### src/rtl/gpio_bank_pkg.sv
package gpio_bank_pkg;

    localparam int PINS_PER_BANK = 8;

    // register select field, address bits [7:4]
    localparam logic [3:0] SEL_CFG  = 4'h0;
    localparam logic [3:0] SEL_OE   = 4'h1;
    localparam logic [3:0] SEL_OUT  = 4'h2;
    localparam logic [3:0] SEL_IN   = 4'h3;
    localparam logic [3:0] SEL_MOE  = 4'h5;
    localparam logic [3:0] SEL_MOUT = 4'h6;

    typedef logic [PINS_PER_BANK-1:0] pin_vec_t;

    typedef struct packed {
        pin_vec_t cfg;
        pin_vec_t oe;
        pin_vec_t out;
    } bank_state_t;

    typedef struct packed {
        logic [31:0] rdata;
    } ctrl_state_t;

    function automatic pin_vec_t masked_merge(pin_vec_t old_v, pin_vec_t mask, pin_vec_t new_v);
        return (old_v & ~mask) | (new_v & mask);
    endfunction

    function automatic logic sel_known(logic [3:0] sel);
        return (sel == SEL_CFG) || (sel == SEL_OE) || (sel == SEL_OUT) ||
               (sel == SEL_IN)  || (sel == SEL_MOE) || (sel == SEL_MOUT);
    endfunction

endpackage

### src/rtl/gpio_addr_decode.sv
module gpio_addr_decode
    import gpio_bank_pkg::*;
#(
    parameter int NUM_BANKS = 31,
    parameter int ADDR_W    = 12
) (
    input  logic [ADDR_W-1:0]   addr,
    output logic [ADDR_W-7:0]   bank_idx,
    output logic [3:0]          reg_sel,
    output logic                hit
);
    localparam int BANK_W = ADDR_W - 6;

    logic in_range;

    // bank = group (addr above bit 7) * 4 + slot (addr[3:2])
    assign bank_idx = {addr[ADDR_W-1:8], addr[3:2]};
    assign reg_sel  = addr[7:4];
    assign in_range = ({1'b0, bank_idx} < (BANK_W+1)'(NUM_BANKS));
    assign hit      = (addr[1:0] == 2'b00) && in_range && sel_known(reg_sel);

endmodule

### src/rtl/gpio_in_sync.sv
module gpio_in_sync #(
    parameter int WIDTH = 8
) (
    input  logic             clk,
    input  logic             rst_n,
    input  logic [WIDTH-1:0] async_in,
    output logic [WIDTH-1:0] sync_out
);
    typedef struct packed {
        logic [WIDTH-1:0] s1;
        logic [WIDTH-1:0] s2;
    } sync_t;

    sync_t st_d, st_q;

    always_comb begin
        st_d.s1 = async_in;
        st_d.s2 = st_q.s1;
    end

    always_ff @(posedge clk or negedge rst_n) begin
        if (!rst_n) st_q <= '0;
        else        st_q <= st_d;
    end

    assign sync_out = st_q.s2;

endmodule

### src/rtl/gpio_bank_regs.sv
module gpio_bank_regs
    import gpio_bank_pkg::*;
(
    input  logic        clk,
    input  logic        rst_n,
    input  logic        wr_en,
    input  logic [3:0]  reg_sel,
    input  logic [15:0] wdata,
    input  pin_vec_t    in_lvl,
    output pin_vec_t    cfg,
    output pin_vec_t    oe,
    output pin_vec_t    out,
    output pin_vec_t    rd_word
);
    bank_state_t st_d, st_q;
    pin_vec_t    wr_mask;
    pin_vec_t    wr_val;

    assign wr_mask = wdata[15:8];
    assign wr_val  = wdata[7:0];

    always_comb begin
        st_d = st_q;
        if (wr_en) begin
            case (reg_sel)
                SEL_CFG:  st_d.cfg = wr_val;
                SEL_OE:   st_d.oe  = wr_val;
                SEL_OUT:  st_d.out = wr_val;
                SEL_MOE:  st_d.oe  = masked_merge(st_q.oe,  wr_mask, wr_val);
                SEL_MOUT: st_d.out = masked_merge(st_q.out, wr_mask, wr_val);
                default:  ;
            endcase
        end
    end

    always_ff @(posedge clk or negedge rst_n) begin
        if (!rst_n) st_q <= '0;
        else        st_q <= st_d;
    end

    always_comb begin
        case (reg_sel)
            SEL_CFG: rd_word = st_q.cfg;
            SEL_OE:  rd_word = st_q.oe;
            SEL_OUT: rd_word = st_q.out;
            SEL_IN:  rd_word = in_lvl;
            default: rd_word = '0;
        endcase
    end

    assign cfg = st_q.cfg;
    assign oe  = st_q.oe;
    assign out = st_q.out;

endmodule

### src/rtl/gpio_pad_mux.sv
module gpio_pad_mux #(
    parameter int NPINS = 8
) (
    input  logic [NPINS-1:0] cfg,
    input  logic [NPINS-1:0] gp_out,
    input  logic [NPINS-1:0] gp_oe,
    input  logic [NPINS-1:0] sf_out,
    input  logic [NPINS-1:0] sf_oe,
    output logic [NPINS-1:0] pad_out,
    output logic [NPINS-1:0] pad_oe
);
    for (genvar i = 0; i < NPINS; i++) begin : g_pin
        assign pad_out[i] = cfg[i] ? gp_out[i] : sf_out[i];
        assign pad_oe[i]  = cfg[i] ? gp_oe[i]  : sf_oe[i];
    end

endmodule

### src/rtl/gpio_bank_ctrl.sv
module gpio_bank_ctrl
    import gpio_bank_pkg::*;
#(
    parameter int NUM_BANKS = 31,
    parameter int ADDR_W    = 12
) (
    input  logic                               clk,
    input  logic                               rst_n,
    input  logic [ADDR_W-1:0]                  bus_addr,
    input  logic                               bus_we,
    input  logic [31:0]                        bus_wdata,
    output logic [31:0]                        bus_rdata,
    input  logic [NUM_BANKS*PINS_PER_BANK-1:0] sf_out,
    input  logic [NUM_BANKS*PINS_PER_BANK-1:0] sf_oe,
    input  logic [NUM_BANKS*PINS_PER_BANK-1:0] pad_in,
    output logic [NUM_BANKS*PINS_PER_BANK-1:0] pad_out,
    output logic [NUM_BANKS*PINS_PER_BANK-1:0] pad_oe
);
    localparam int NPINS  = NUM_BANKS * PINS_PER_BANK;
    localparam int BANK_W = ADDR_W - 6;

    logic [BANK_W-1:0] dec_bank;
    logic [3:0]        dec_reg;
    logic              dec_hit;
    logic [NPINS-1:0]  in_sync;
    logic [NPINS-1:0]  cfg_all;
    logic [NPINS-1:0]  oe_all;
    logic [NPINS-1:0]  out_all;
    pin_vec_t          bank_rd [NUM_BANKS];
    logic              unused_wdata_hi;

    assign unused_wdata_hi = ^bus_wdata[31:16];

    gpio_addr_decode #(.NUM_BANKS(NUM_BANKS), .ADDR_W(ADDR_W)) u_dec (
        .addr     (bus_addr),
        .bank_idx (dec_bank),
        .reg_sel  (dec_reg),
        .hit      (dec_hit)
    );

    gpio_in_sync #(.WIDTH(NPINS)) u_sync (
        .clk      (clk),
        .rst_n    (rst_n),
        .async_in (pad_in),
        .sync_out (in_sync)
    );

    for (genvar b = 0; b < NUM_BANKS; b++) begin : g_bank
        logic bank_wr;
        assign bank_wr = bus_we && dec_hit && (dec_bank == BANK_W'(b));

        gpio_bank_regs u_regs (
            .clk     (clk),
            .rst_n   (rst_n),
            .wr_en   (bank_wr),
            .reg_sel (dec_reg),
            .wdata   (bus_wdata[15:0]),
            .in_lvl  (in_sync[b*PINS_PER_BANK +: PINS_PER_BANK]),
            .cfg     (cfg_all[b*PINS_PER_BANK +: PINS_PER_BANK]),
            .oe      (oe_all[b*PINS_PER_BANK +: PINS_PER_BANK]),
            .out     (out_all[b*PINS_PER_BANK +: PINS_PER_BANK]),
            .rd_word (bank_rd[b])
        );
    end

    gpio_pad_mux #(.NPINS(NPINS)) u_mux (
        .cfg     (cfg_all),
        .gp_out  (out_all),
        .gp_oe   (oe_all),
        .sf_out  (sf_out),
        .sf_oe   (sf_oe),
        .pad_out (pad_out),
        .pad_oe  (pad_oe)
    );

    ctrl_state_t st_d, st_q;

    always_comb begin
        st_d.rdata = '0;
        if (dec_hit) begin
            for (int b = 0; b < NUM_BANKS; b++) begin
                if (dec_bank == BANK_W'(b)) st_d.rdata = {24'd0, bank_rd[b]};
            end
        end
    end

    always_ff @(posedge clk or negedge rst_n) begin
        if (!rst_n) st_q <= '0;
        else        st_q <= st_d;
    end

    assign bus_rdata = st_q.rdata;

endmodule

### config.mk
export PLATFORM = sky130hd
export DESIGN_NAME = gpio_bank_ctrl
export DESIGN_NICKNAME = d
export VERILOG_FILES = /design/src/rtl/gpio_bank_pkg.sv /design/src/rtl/gpio_addr_decode.sv /design/src/rtl/gpio_in_sync.sv /design/src/rtl/gpio_bank_regs.sv /design/src/rtl/gpio_pad_mux.sv /design/src/rtl/gpio_bank_ctrl.sv
export SDC_FILE = /design/constraint.sdc
export NUM_CORES = 2
export LEC_CHECK = 0
export ABC_AREA = 1
export BUFFER_PORTS_ARGS = -buffer_cell sky130_fd_sc_hd__buf_2
export CORE_AREA = 2 2 517 519
export DETAILED_ROUTE_END_ITERATION = 6
export DIE_AREA = 0 0 519 521
export SYNTH_ARGS = -nofsm -noshare
export SYNTH_HDL_FRONTEND = slang
export SYNTH_SLANG_ARGS = --single-unit
### constraint.sdc
create_clock -name clk -period 2.2 [get_ports clk]
set_input_delay 0.44 -clock clk [delete_from_list [all_inputs] [get_ports clk]]
set_output_delay 0.44 -clock clk [all_outputs]
set_load 0.005 [all_outputs]
==> run summary <==
Die Height - 521 um
Status - finished with violations
Final Net Count - 9158
DR WL/cell - 31.0 um
Mux share of post-synthesis cell area - 8.48%
Most frequent CP cell - nand2_2
Hold Fails Final Rpt - 0
Crit path kind - flop to flop
GRT Total Usage - 26.9%
Max Cap Viol - 0
Largest family of logic cells by synthesized area - simple AND/OR/NAND/NOR gates
Post-synthesis compound-gate area fraction - 12.5%
Ys Warns - 0
Post-Synth Adder-Cell Area - 0%
Sequential Area - 31300 sq um
Slowest CP cell - dfrtp_1
Number of distinct library cells after synthesis - 40
Setup Skew - 56.2 ps
First-pass GRT wire length - 495 mm
Final WS setup - -1080 ps
VDD IR max - 0.782 mV
Relative slew slack - 41.4%
CTS sink cnt - 1248
Critical path fanouts, max - 1
RePlAce Congestion - 1.04
Area Overhead vs Synth - 64.1%
CP Data Arrival Time - 3980 ps
Worst-Skew Late Latency - 820 ps
Vias - 58900
Final Slew Violations - 0
Detailed Route WL - 377 mm
Total grt overflow - 0
Hold Path Depth - 3
Tmin final - 3280 ps
Yosys top cell by area - dfrtp_1
Worst Setup End Kind - flop
Sequential share of the synthesized area - 56.7%
Antenna viol nets, final - 0
Area contributors post-synth - dfrtp_1, nand2_1, mux2_2, o21ai_0, a221oi_1
Port bufs - 1278
Number of cell rows - 189
Cell Area, Synth - 55100 sq um
TritonCTS clock tree - built
H-tree Lvls - 4
Final Setup Violations - 864
Die area - 270000 sq um
Post-synth EDFFs - 0
DRC - 0
Max Clk Rate - 305 MHz
Hold Path Class - input port to flop
Cells after synthesis - 5884
Failing checks - setup timing
Worst Tran Pin Value - 880 ps
RSZ-0062 raised after global routing - true
Xor/xnor share of the synthesized area - 0%
CP max stage delay - 420 ps
Worst Path Required - 2910 ps
Initial antenna violation count - 258
Drt pass-1 iters - 6
Filler Cell Count - 26600
Initial DRC Count - 6698
Num CTS Buffers - 146
Worst setup SP type - flop
Overall Power - 55.6 mW
Number of vias per cell - 4.84
Reg2reg setup slack - -1080 ps
Syn Area/Cell - 9.37 sq um
Root buffer cell - clkbuf_16
Largest net degree at the start of global routing - 106
Core area - 264000 sq um
CTS max path bufs - 3
Die X - 519 um
Flops & latches, synth - 1248
Vias in the first global route - 56400
Post-synth top area share - 56.7%
P_leak - 41.2 nW
Most common cell in the netlist - nand2_1
Asr flop ratio synth - 100%
PD cells - 615 nW/um^2
Synth cell count leaders - nand2_1, dfrtp_1, o21ai_0
Initial Util - 20.8%
Final period utilization - 149%
Worst reg2reg path depth - 31
Io pins - 1319
Top_reg_cell synth - dfrtp_1
Place WS - -2550 ps
DP HPWL - 294 mm
Worst-path clk slew - 60 ps
Share of layout cells above drive strength 1 - 44.5%
Synth Area in Simple Gates - 18.1%
Setup TNS Final - -72230 ps
Area of the multi-input gates - 26200 sq um
repair_timing:
action                                  CTS  global route
gates resized for setup                1268           567
hold buffers                            252             0
pin swaps                               135           186
setup endpoints to repair               670          1000
endpoints found under the hold margin   879             0
cloned                                    6             3
setup buffers                           136            32
kinds of logic after synthesis:
family / after synthesis
compound gates: 1204
flops: 1248
mux: 415
other cells: 1
simple gates: 2504
buf+inv: 512
per-stage QoR:
| step | area [sq um] | hold slack (ps) | util [%] | cells |
|---|---|---|---|---|
| finish | 90500 | 64.8 | 34.2 | 12100 |
| global route | 90300 | 28.4 | 34.1 | 12100 |
| CTS | 88300 | 8.83 | 33.4 | 12000 |
| detailed placement | 74800 | 296 | 28.3 | 11400 |
| global placement | 74800 | 301 | 28.3 | 11400 |
| floorplan | 56400 | 144 | - | 5907 |
placed cells by master, fill, tap and decap left out, types with 147 or more instances in the layout:
cell type | Yosys | layout
o21ai_0 | 796 | 628
buf_2 | 62 | 960
clkbuf_16 | 0 | 147
nand2_2 | 3 | 204
dlygate4sd3_1 | 0 | 252
buf_4 | 55 | 745
dfrtp_1 | 1248 | 1205
nand2_1 | 2103 | 1748
mux2_4 | 0 | 310
nand2_4 | 1 | 152
buf_12 | 0 | 171
buf_6 | 14 | 505
power by group:
part           internal [mW]  total [mW]  switching [mW]
Combinational           2.54        5.89            3.35
Sequential              23.4        23.7           0.262
Clock                   14.9        26.0            11.1
routing by layer:
| layer | routed length [um] | vias up | GRT usage [%] |
|---|---|---|---|
| li1 | - | 25000 | - |
| met1 | 137000 | 28700 | 31.0 |
| met2 | 166000 | 3919 | 41.8 |
| met3 | 43000 | 1093 | 10.1 |
| met4 | 30200 | 126 | 17.4 |
| met5 | 798 | - | 0 |
worst paths after layout:
check / to / startpoint
hold / removal: g_bank[11].u_regs.cfg[6] / bus_wdata[6]
max in group asynchronous: g_bank[27].u_regs.cfg[5] / rst_n
hold reg to reg: u_sync.sync_out[43] / u_sync.st_d[43]
min in group asynchronous: u_sync.st_d[63] / rst_n
setup / recovery: bus_rdata[5] / u_sync.sync_out[13]
setup reg to reg: bus_rdata[5] / u_sync.sync_out[13]
critical path: cells and delay by family (launching register included):
family          cells  cell delay [ps]
simple gates       26             2110
compound gates      4              460
flops               1              420
buf+inv             1              170
cell type report:
cell class                 instances  share of cell area [%]
multi-input combinational       4147                    29.0
antenna                          132                   0.365
timing repair buffer            2647                    24.7
inverter                         177                   0.835
sequential                      1248                    34.6
clock inverter                    68                    1.10
clock buffer                     196                    4.52
tap                             3533                    4.89
Power figures use the tool's default switching activity.
